### src/rtl/irl_pkg.sv
package irl_pkg;
  localparam int unsigned IRL_WIDTH = 128;

  typedef enum logic {
    STEP_PLAIN = 1'b0,
    STEP_FOLD  = 1'b1
  } step_mode_e;
endpackage

### src/rtl/irl_rst_sync.sv
module irl_rst_sync #(
  parameter int unsigned STAGES = 2
) (
  input  logic clk,
  input  logic rst_n,
  output logic rst_sync_n
);
  logic [STAGES-1:0] sync_q;

  always_ff @(posedge clk or negedge rst_n) begin
    if (!rst_n) sync_q <= '0;
    else        sync_q <= {sync_q[STAGES-2:0], 1'b1};
  end

  assign rst_sync_n = sync_q[STAGES-1];
endmodule

### src/rtl/irl_ctrl.sv
module irl_ctrl
  import irl_pkg::*;
(
  input  logic       own_bit,
  input  logic       mate_bit,
  output step_mode_e mode
);
  always_comb begin
    mode = (own_bit ^ mate_bit) ? STEP_FOLD : STEP_PLAIN;
  end
endmodule

### src/rtl/irl_next_state.sv
module irl_next_state
  import irl_pkg::*;
#(
  parameter int unsigned          W   = 128,
  parameter logic [W-1:0]         TAP = '0
) (
  input  logic [W-1:0] cur,
  input  step_mode_e   mode,
  output logic [W-1:0] nxt
);
  logic fb;
  logic fold_en;

  assign fb      = cur[0];
  assign fold_en = (mode == STEP_FOLD);

  for (genvar i = 0; i < W; i++) begin : g_stage
    logic upper;
    logic self_term;
    if (i == W - 1) begin : g_top
      assign upper = 1'b0;
    end else begin : g_mid
      assign upper = cur[i+1];
    end
    // per-stage AND gate passes the stage's own value only in fold mode
    assign self_term = fold_en & cur[i];
    if (TAP[i]) begin : g_tapped
      assign nxt[i] = upper ^ fb ^ self_term;
    end else begin : g_plain
      assign nxt[i] = upper ^ self_term;
    end
  end
endmodule

### src/rtl/irl_ks_out.sv
module irl_ks_out (
  input  logic clk,
  input  logic rst_n,
  input  logic en,
  input  logic load,
  input  logic init_done,
  input  logic own_lsb,
  input  logic mate_lsb,
  output logic keystream,
  output logic ks_valid
);
  logic armed_q;
  logic armed_d;

  always_comb begin
    armed_d = armed_q;
    if (load)           armed_d = 1'b0;
    else if (init_done) armed_d = 1'b1;
  end

  always_ff @(posedge clk or negedge rst_n) begin
    if (!rst_n) armed_q <= 1'b0;
    else        armed_q <= armed_d;
  end

  assign keystream = own_lsb ^ mate_lsb;
  assign ks_valid  = armed_q & en;
endmodule

### src/rtl/irreg_lfsr.sv
module irreg_lfsr
  import irl_pkg::*;
#(
  parameter int unsigned  W             = IRL_WIDTH,
  parameter logic [W-1:0] TAP           = {1'b1, {(W-33){1'b0}}, 32'h2800_0004},
  parameter int unsigned  CTRL_IDX      = 85,
  parameter int unsigned  MATE_TAP_IDX  = 42
) (
  input  logic         clk,
  input  logic         rst_n,
  input  logic         en,
  input  logic         load,
  input  logic [W-1:0] load_data,
  input  logic         mate_ctrl_bit,
  input  logic         mate_lsb,
  input  logic         init_done,
  output logic [W-1:0] state_o,
  output logic         ctrl_o,
  output logic         tap42_o,
  output logic         keystream_o,
  output logic         ks_valid_o
);
  logic         rst_sync_n;
  logic [W-1:0] state_q;
  logic [W-1:0] state_d;
  logic [W-1:0] stepped;
  step_mode_e   mode;

  irl_rst_sync #(.STAGES(2)) u_rst (
    .clk        (clk),
    .rst_n      (rst_n),
    .rst_sync_n (rst_sync_n)
  );

  irl_ctrl u_ctrl (
    .own_bit  (state_q[CTRL_IDX]),
    .mate_bit (mate_ctrl_bit),
    .mode     (mode)
  );

  irl_next_state #(.W(W), .TAP(TAP)) u_next (
    .cur  (state_q),
    .mode (mode),
    .nxt  (stepped)
  );

  irl_ks_out u_ks (
    .clk       (clk),
    .rst_n     (rst_sync_n),
    .en        (en),
    .load      (load),
    .init_done (init_done),
    .own_lsb   (state_q[0]),
    .mate_lsb  (mate_lsb),
    .keystream (keystream_o),
    .ks_valid  (ks_valid_o)
  );

  always_comb begin
    state_d = state_q;
    if (load)    state_d = load_data;
    else if (en) state_d = stepped;
  end

  always_ff @(posedge clk or negedge rst_sync_n) begin
    if (!rst_sync_n) state_q <= '0;
    else             state_q <= state_d;
  end

  assign state_o = state_q;
  assign ctrl_o  = (mode == STEP_FOLD);
  assign tap42_o = state_q[MATE_TAP_IDX];
endmodule

### config.mk
export PLATFORM = sky130hd
export DESIGN_NAME = irreg_lfsr
export DESIGN_NICKNAME = d
export VERILOG_FILES = /design/src/rtl/irl_pkg.sv /design/src/rtl/irl_rst_sync.sv /design/src/rtl/irl_ctrl.sv /design/src/rtl/irl_next_state.sv /design/src/rtl/irl_ks_out.sv /design/src/rtl/irreg_lfsr.sv
export SDC_FILE = /design/constraint.sdc
export NUM_CORES = 1
export LEC_CHECK = 0
export ABC_AREA = 1
export BUFFER_PORTS_ARGS = -buffer_cell sky130_fd_sc_hd__buf_4
export CAP_MARGIN = 20
export CORE_UTILIZATION = 50
export CTS_BUF_LIST = sky130_fd_sc_hd__clkbuf_2 sky130_fd_sc_hd__clkbuf_4 sky130_fd_sc_hd__clkbuf_8
export DETAILED_ROUTE_END_ITERATION = 10
export PLACE_DENSITY = 0.92
export SETUP_SLACK_MARGIN = 0.05
export SLEW_MARGIN = 25
export SYNTH_ARGS = -nofsm -noshare
export SYNTH_HDL_FRONTEND = slang
export SYNTH_SLANG_ARGS = --single-unit
### constraint.sdc
create_clock -name clk -period 5.8 [get_ports clk]
set_clock_uncertainty 0.15 [all_clocks]
set_input_delay 0.29 -clock clk [delete_from_list [all_inputs] [get_ports clk]]
set_output_delay 0.29 -clock clk [all_outputs]
set_load 0.01 [all_outputs]
After elaboration in Yosys (flattened, before gate mapping)
Cells that the tools add are included.
Word-level totals
  logic and storage cells: 272
  bits in writable memories: 0
  bits in registers: 131
  latch bits: 0
  ROM bits: 0
  output and inout bits: 132
  memories: 0
Operators by class
  bitwise logic cells: 262
  shift operators: 0
  divide/modulo/power cells: 0
  $add $sub $neg: 0
  $mul: 0
  mux-type cells: 5
  magnitude comparators: 0
  reduce and logical (&&, ||, !) cells: 2
  equality and inequality tests: 0
Operators by type and width (count)
  $mux W128: 2
  $xor A1 B1 Y1: 133
  $and A1 B1 Y1: 129
  $reduce_bool A2 Y1: 2
  $mux W1: 3

Depth between registers and ports, before layout
Gate-level depths: netlist of the first run.
  word-level depth: 6
  depth in mapped cells: 8
  mapped depth without buffers: 8

Modules after synthesis
A second synthesis of the first run with hierarchy kept.
Unflattened totals
  cells, all modules: 1013
  area, all modules: 7748.7 um^2
By module, submodules not included
  irreg_lfsr: times used 1, area an instance 5770.5 um^2, cells an instance 699
  irl_next_state: times used 1, area an instance 1846.8 um^2, cells an instance 296
  irl_ks_out: times used 1, area an instance 58.8 um^2, cells an instance 10
  irl_rst_sync: times used 1, area an instance 53.8 um^2, cells an instance 3
  irl_ctrl: times used 1, area an instance 18.8 um^2, cells an instance 5

Least setup slack after synthesis of the first run
No wires, ideal clock.
  path kind: flip-flop to flip-flop
  start point: reg state_q[85], in the netlist state_o[85]
  end point: reg state_q[30], in the netlist state_o[30]
  stages on the path, launching flop included: 8
  period minus slack after synthesis: 1.596 ns
  setup slack: 4.204 ns
  arrival: 1.324 ns
  cell sequence: dfrtp_1 > ha_1 > buf_4 > buf_2 > nor2_1 > nand2_1 > nand3_1 > nand2_1
On the way
  longest elaborated chain between the ends: 6
RTL lines
  from (decl): line irreg_lfsr.sv:24  | logic [W-1:0] state_q;
  from (signal assigned): line irreg_lfsr.sv:67  | else state_q <= state_d;
  $xor A1 B1 Y1: line irl_ctrl.sv:9  | mode = (own_bit ^ mate_bit) ? STEP_FOLD : STEP_PLAIN;
  $mux W1: line irl_ctrl.sv:9
  $and A1 B1 Y1: line irl_next_state.sv:26  | assign self_term = fold_en & cur[i];
  $xor A1 B1 Y1: line irl_next_state.sv:30  | assign nxt[i] = upper ^ self_term;
  $mux W128: line irreg_lfsr.sv:62  | else if (en) state_d = stepped;
  $mux W128: line irreg_lfsr.sv:61  | if (load) state_d = load_data;
Every way passes these cells. The select of a mux whose other input is x is not followed.
A chain may end at the register's enable or synchronous reset.

Final worst setup path of the first run
  start point: reg state_q[85], in the netlist state_o[85]
  end point: out ctrl_o
On the way
  longest elaborated chain between the ends: 2
RTL lines
  $xor A1 B1 Y1: line irl_ctrl.sv:9
  $mux W1: line irl_ctrl.sv:9
  to (decl): line irreg_lfsr.sv:18  | output logic ctrl_o,
Every way passes these cells.

==> results.toml, run 1 <==
[clocking]
cts_resized = 0
clk_path_buf_depth = 2
root_buffer = "clkbuf_8"
clock_latency_ns = 0.44
path_clk_slew_ns = 0.08
cts_tree = "yes"
ctsHtreeMaxLevel = 4
cts_num_sinks = 131
cts_buffers = 17

[synthesis]
syn_area_sq_um = 7730
ys_seq_area_share_pct = 42.4
synth_fp_nets = 1217
synth_area_per_cell_sq_um = 7.16
yosysWarningCount = 0
synth.area.top_cells = "dfrtp_1 42%, nand2_1 13%, a22oi_1 12%, nor2_1 11%, o21ai_0 6.9%"
synthCells = 1081
synthDistinctLibCells = 20
synth_top_area_share_pct = 42.4
synth_top_area_cell = "dfrtp_1"
synth.ff_latch_count = 131

[floorplanning]
die_h_microns = 126
core.rowCount = 45
die_x_microns = 126
ioPinCount = 267
core_area_sq_um = 15100
die_area_sq_um = 16000
start_util_pct = 51.1

[critical_path]
cp-start-kind = "flop"
critPathKind = "reg2out"
arrival_ns = 2.34
endpoint_kind = "primary output"
critPathMaxFanout = 57
crit_required_ns = 5.36

[power]
p_per_area_nw_per_um2 = 266
p_sw_share_pct = 34.4
p_int_w = 0.00199
p_seq_share_pct = 39.6
irDropWorstVdd_v = 0.000158
p_leak_nw = 5.56
p_clk_share_pct = 30.6
p_switching_w = 0.00104
combPwrFrac_pct = 29.7

[placed_design]
portBuffers = 266
dpl.hpwl_microns = 15200
gp_congestion = 0.852
dp_slack_ns = 3.09

[detailed_routing]
routedWlPerCell_microns = 16.8
vias = 9331
vias_per_cell = 5.68
first_pass_iters = 9
postRouteWirelength_microns = 27600
first_iter_violations = 990
drc = 0
ant_nets = 0

[global_routing]
grt_pass1_wl_microns = 43800
grt_use_total_pct = 34.5
grt_max_degree = 109
grt-ovfl-total = 0
antenna_found_initial = 0
first_global_vias = 8908

[sta]
rsz0062_at_grt = "no"
finalSetupViolCount = 0
hold_viol_final = 0
tightest_slew_ns = 0.952
drv_slew = 0
fmax_ghz = 0.359
setup_tns_ns = 0
min_period_ns = 2.78
maxSlewHeadroom_pct = 36.6
setup_slack_ns = 3.02
fin_hold_ws_ns = 0.204
period_share_pct = 48.0

[outcome]
outcome = "finished clean"

[hold_path]
hold_class = "in2reg"

[finish]
nNetsFinal = 1578
drive_gt1_share_pct = 21.1
num-fill-cells = 983
area.growth.synth_to_final_pct = 47.6
regArea_sq_um = 3280
multiInputGateArea_sq_um = 3600
n_antenna_cell = 0

[run]
max-cap-violations = 0
[worst max-delay path: stages, from the launching register on]
cell and delay [ns]:
dfrtp_1 0.45, ha_4 0.68, inv_1 0.47, buf_4 0.28
[kinds of logic after synthesis]
group | synth area share [%]
xor+xnor | 0.227
simple gates | 24.9
compound gates | 21.0
other cells | 0.0485
flops | 42.4
fa+ha+maj | 0.162
buf+inv | 11.3
[flip-flops by register name, indices dropped and copies added, names as in the netlist]
signal        cells
u_rst.sync_q      2
state_o         128
u_ks.armed_q      1
[synth_stat cells]
cell	n
a21oi_1	2
a22oi_1	128
buf_2	32
buf_4	16
buf_6	11
clkbuf_1	1
conb_1	1
dfrtp_1	131
ha_1	1
inv_1	124
nand2_1	261
nand3_1	19
nor2_1	222
nor2_8	1
o211ai_1	1
o21ai_0	107
o21ai_1	20
o21bai_1	1
xnor2_1	1
xor2_1	1
[power by group through the flow]
stage | clock network, W | registers (W) | logic (W)
final | 0.000930 | 0.00120 | 0.000903
after detailed placement | 0 | 0.00121 | 0.000791
after global placement | 0 | 0.00121 | 0.000765
after floorplan | 0 | 0.00122 | 0.000415
after CTS | 0.000934 | 0.00119 | 0.000867
after global routing | 0.000984 | 0.00122 | 0.000984
[cell usage in the layout (no fill, tap or decap), types with 20 or more instances in the layout]
master | synthesis | routed
dfrtp_1 | 131 | 130
o21ai_1 | 20 | 20
nand2_1 | 261 | 261
inv_1 | 124 | 124
o21ai_0 | 107 | 107
nor2_1 | 222 | 221
dlygate4sd3_1 | 0 | 131
clkbuf_8 | 0 | 20
a22oi_1 | 128 | 128
buf_4 | 16 | 270
[final cells by class]
class / count / share of cell area, %
sequential: 131 / 28.8
timing repair buffer: 402 / 29.3
inverter: 124 / 4.08
clock buffer: 20 / 2.41
clock inverter: 12 / 1.78
tap: 188 / 2.06
multi-input combinational: 766 / 31.6
[timing repair]
action,CTS,global route
endpoints found under the setup margin,0,0
hold buffers,131,0
hold endpoints to repair,131,0
buffers inserted,0,0
[path summary, 6_finish.rpt]
kind                            cells past startpoint                 startpoint                        end  slack, ns
min in group asynchronous                           0  u_rst.sync_q[1]$_DFF_PN0_   state_o[115]$_DFFE_PN0P_       0.28
worst min register to register                      0  u_rst.sync_q[0]$_DFF_PN0_  u_rst.sync_q[1]$_DFF_PN0_       0.21
max in group asynchronous                           1  u_rst.sync_q[1]$_DFF_PN0_   state_o[110]$_DFFE_PN0P_       3.79
worst max-delay path                                3    state_o[85]$_DFFE_PN0P_                     ctrl_o       3.02
worst min-delay path                                4                         en   state_o[123]$_DFFE_PN0P_       0.20
worst max register to register                      6    state_o[85]$_DFFE_PN0P_    state_o[34]$_DFFE_PN0P_       3.02
[stage by stage]
step / area, sq um / utilization [%] / total power, W / cells
global route: 11400 / 75.4 / 0.00319 / 1643
finish: 11400 / 75.4 / 0.00304 / 1643
global placement: 9620 / 63.5 / 0.00197 / 1480
detailed placement: 9620 / 63.5 / 0.00200 / 1480
floorplan: 7730 / - / 0.00164 / 1081
CTS: 11400 / 75.4 / 0.00299 / 1643
[per-layer routing]
layer  share of wire [%]  GRT usage [%]  routed length (microns)  vias to the layer above
met5                   0              0                        0                        -
met4                 6.6           23.9                     1820                        0
met3                 8.9           8.69                     2450                      187
met2                  48           56.3                    13400                      689
met1                  36           40.1                     9980                     4228
li1                    -              -                        -                     4227
No activity file was read; power rests on OpenSTA's default activity.
==> run 2, diff against run 1 <==
ABC_AREA = 0   (was 1)
CORE_UTILIZATION = 48   (was 50)
PLACE_DENSITY = 0.91   (was 0.92)
clock period = 2.35 ns   (was 5.8 ns; I/O delays follow)
==> results.toml, run 2 <==
[placed_design]
portBuffers = 266
place_inst = 1286
dpl.hpwl_microns = 15100
gp_congestion = 0.782

[critical_path]
path_buf_inv = 3
slowest_stage = "dfrtp_1"
crit_required_ns = 2.08
r2r_start = "state_o[85]$_DFFE_PN0P_"
cp_cell_sequence = "ha_4 -> inv_4 -> buf_4 -> buf_4"
cp_common_cell = "buf_4"
critPathMaxFanout = 28
cp-startpoint = "state_o[85]$_DFFE_PN0P_"
worst_r2r_path_depth = 5
critPathKind = "reg2out"
critPathTopFamily = "buffers and inverters"
cp_slowest_stage_delay_ns = 0.44
cp-start-kind = "flop"
arrival_ns = 1.86
worstSetupPathDepth = 4
endpoint_kind = "primary output"

[clocking]
cts_resized = 0
ctsHtreeMaxLevel = 4
cts_num_sinks = 131
cts_buffers = 17
cts_tree = "yes"
clock_latency_ns = 0.44
path_clk_slew_ns = 0.08
root_buffer = "clkbuf_8"
clk_path_buf_depth = 2
cts_setup_buffers = 0

[synthesis]
synth_common_cells = "131 x dfrtp_1, 127 x a21oi_1, 126 x nor2_1"
synthCells = 881
yosysMostFrequentCell = "dfrtp_1"
synth_area_per_cell_sq_um = 9.18
synth_fp_nets = 1017
yosysWarningCount = 0
synth_flop_cell = "dfrtp_1"
synthArstFlopShare_pct = 100
synth_edf_count = 0
syn_area_sq_um = 8080
synth_top_area_cell = "dfrtp_1"
synth_top_area_share_pct = 40.6
synthDistinctLibCells = 27
ys_seq_area_share_pct = 40.6
synth.area.top_cells = "dfrtp_1 41%, a32o_1 15%, nand3b_1 11%, nand4_1 9.4%, a21oi_1 7.9%"
synth.ff_latch_count = 131

[finish]
final-instance-count-excl-fill = 1451
area.growth.synth_to_final_pct = 46.7
layout_commonest_cell = "buf_4"
num-fill-cells = 1090
nNetsFinal = 1353
drive_gt1_share_pct = 26.5
final_cell_mix = "273 x buf_4, 132 x dlygate4sd3_1, 130 x dfrtp_1"
largest_reg_flops = 128

[hold_path]
holdCritStartpoint = "en"
worstHoldPathCells = 3
hold_class = "in2reg"

[floorplanning]
die_x_microns = 132
ioPinCount = 267
start_util_pct = 48.9
die_area_sq_um = 17400
die_h_microns = 132
core_area_sq_um = 16500
core.rowCount = 47

[sta]
hold_viol_final = 0
fmax_ghz = 0.469
maxSlewHeadroom_pct = 52.1
drv_slew = 0
tightest_slew_ns = 0.719
period_share_pct = 90.6
min_period_ns = 2.13
setup_tns_ns = 0
finalSetupViolCount = 0
rsz0062_at_grt = "no"

[power]
finalPower_w = 0.00759
p_per_area_nw_per_um2 = 641
irDropWorstVdd_v = 0.000443
p_leak_nw = 4.86

[detailed_routing]
drc = 0
vias = 9278
routedWlPerCell_microns = 19.0
ant_nets = 0
first_iter_violations = 880
vias_per_cell = 6.39
postRouteWirelength_microns = 27600
first_pass_iters = 6

[outcome]
outcome = "finished clean"

[global_routing]
grt-ovfl-total = 0
grt_use_total_pct = 31.4
grt_max_degree = 130
antenna_found_initial = 1
grt_pass1_wl_microns = 44500
first_global_vias = 8941

[run]
max-cap-violations = 0
run 2: changes by cell type after synthesis, moves of 20 or more:
cell,delta
a21oi_1,+125
a22oi_1,-128
a32o_1,+121
buf_2,+32
inv_1,-123
nand2_1,-254
nand3b_1,+121
nand4_1,+121
nor2_1,-96
o21ai_0,-105
o21ai_1,-20
run 2: logic make-up (layout without fill, tap and decap cells):
group,after synthesis,after routing,share of synthesized area (%)
compound gates,256,256,23.9
xor+xnor,5,5,0.542
fa+ha+maj,1,1,0.155
buf+inv,103,452,7.01
flops,131,131,40.6
mux,2,2,0.263
other cells,1,2,0.0464
simple gates,382,382,27.5
run 2: tightest hold or removal path: cells and delay by family:
kind / cells / cell delay (ns)
AOI/OAI and AO/OA: 1 / 0.15
buffers and inverters: 1 / 0.20
and+or+nand+nor: 1 / 0.15
run 2: stage by stage:
step	cell area (sq um)	hold WS [ns]	util (%)	worst slack, ns
floorplan	8090	-0.328	-	0.611
global placement	10100	-0.242	61.2	0.530
detailed placement	10100	-0.243	61.2	0.472
CTS	11900	0.0133	71.7	0.191
global route	11900	0.0507	71.7	0.126
finish	11900	0.0556	71.7	0.220
run 2: area by class of cell:
type / instances / area [sq um] / share of cell area [%]
clock buffers: 19 / 262 / 2.21
repair buffers: 418 / 3620 / 30.5
inverters: 2 / 10.0 / 0.0844
diodes: 1 / 2.50 / 0.0211
flip-flops and latches: 131 / 3280 / 27.7
well taps: 220 / 275 / 2.32
clock inverters: 13 / 156 / 1.32
multi-input cells: 647 / 4250 / 35.9
run 2: path summary, 6_finish.rpt:
path | end | slack [ns]
worst max-delay path | ctrl_o | 0.22
worst min-delay path | state_o[44]$_DFFE_PN0P_ | 0.06
worst max register to register | state_o[115]$_DFFE_PN0P_ | 0.40
worst min register to register | u_rst.sync_q[1]$_DFF_PN0_ | 0.21
max in group asynchronous | state_o[83]$_DFFE_PN0P_ | 1.22
min in group asynchronous | state_o[29]$_DFFE_PN0P_ | 0.33
run 2: what timing repair did:
item | in CTS | in global routing
endpoints found under the setup margin | 0 | 0
hold buffers | 132 | 0
endpoints found under the hold margin | 131 | 0
run 2: per-layer routing:
metal  part of all wire, %  wire (microns)  vias up  GRT usage [%]
met4                   4.3            1200        0           17.0
met1                    39           10700     4431           38.4
li1                      -               -     4142              -
met3                   7.4            2040      113           6.23
met2                    50           13700      592           52.2
met5                     0               0        -              0
run 2: power by group:
| part | switching [W] | total (W) | internal, W | leakage, nW |
|---|---|---|---|---|
| Combinational | 0.00120 | 0.00250 | 0.00129 | 3.06 |
| Sequential | 0.000504 | 0.00305 | 0.00254 | 1.58 |
| Clock | 0.000944 | 0.00205 | 0.00110 | 0.212 |
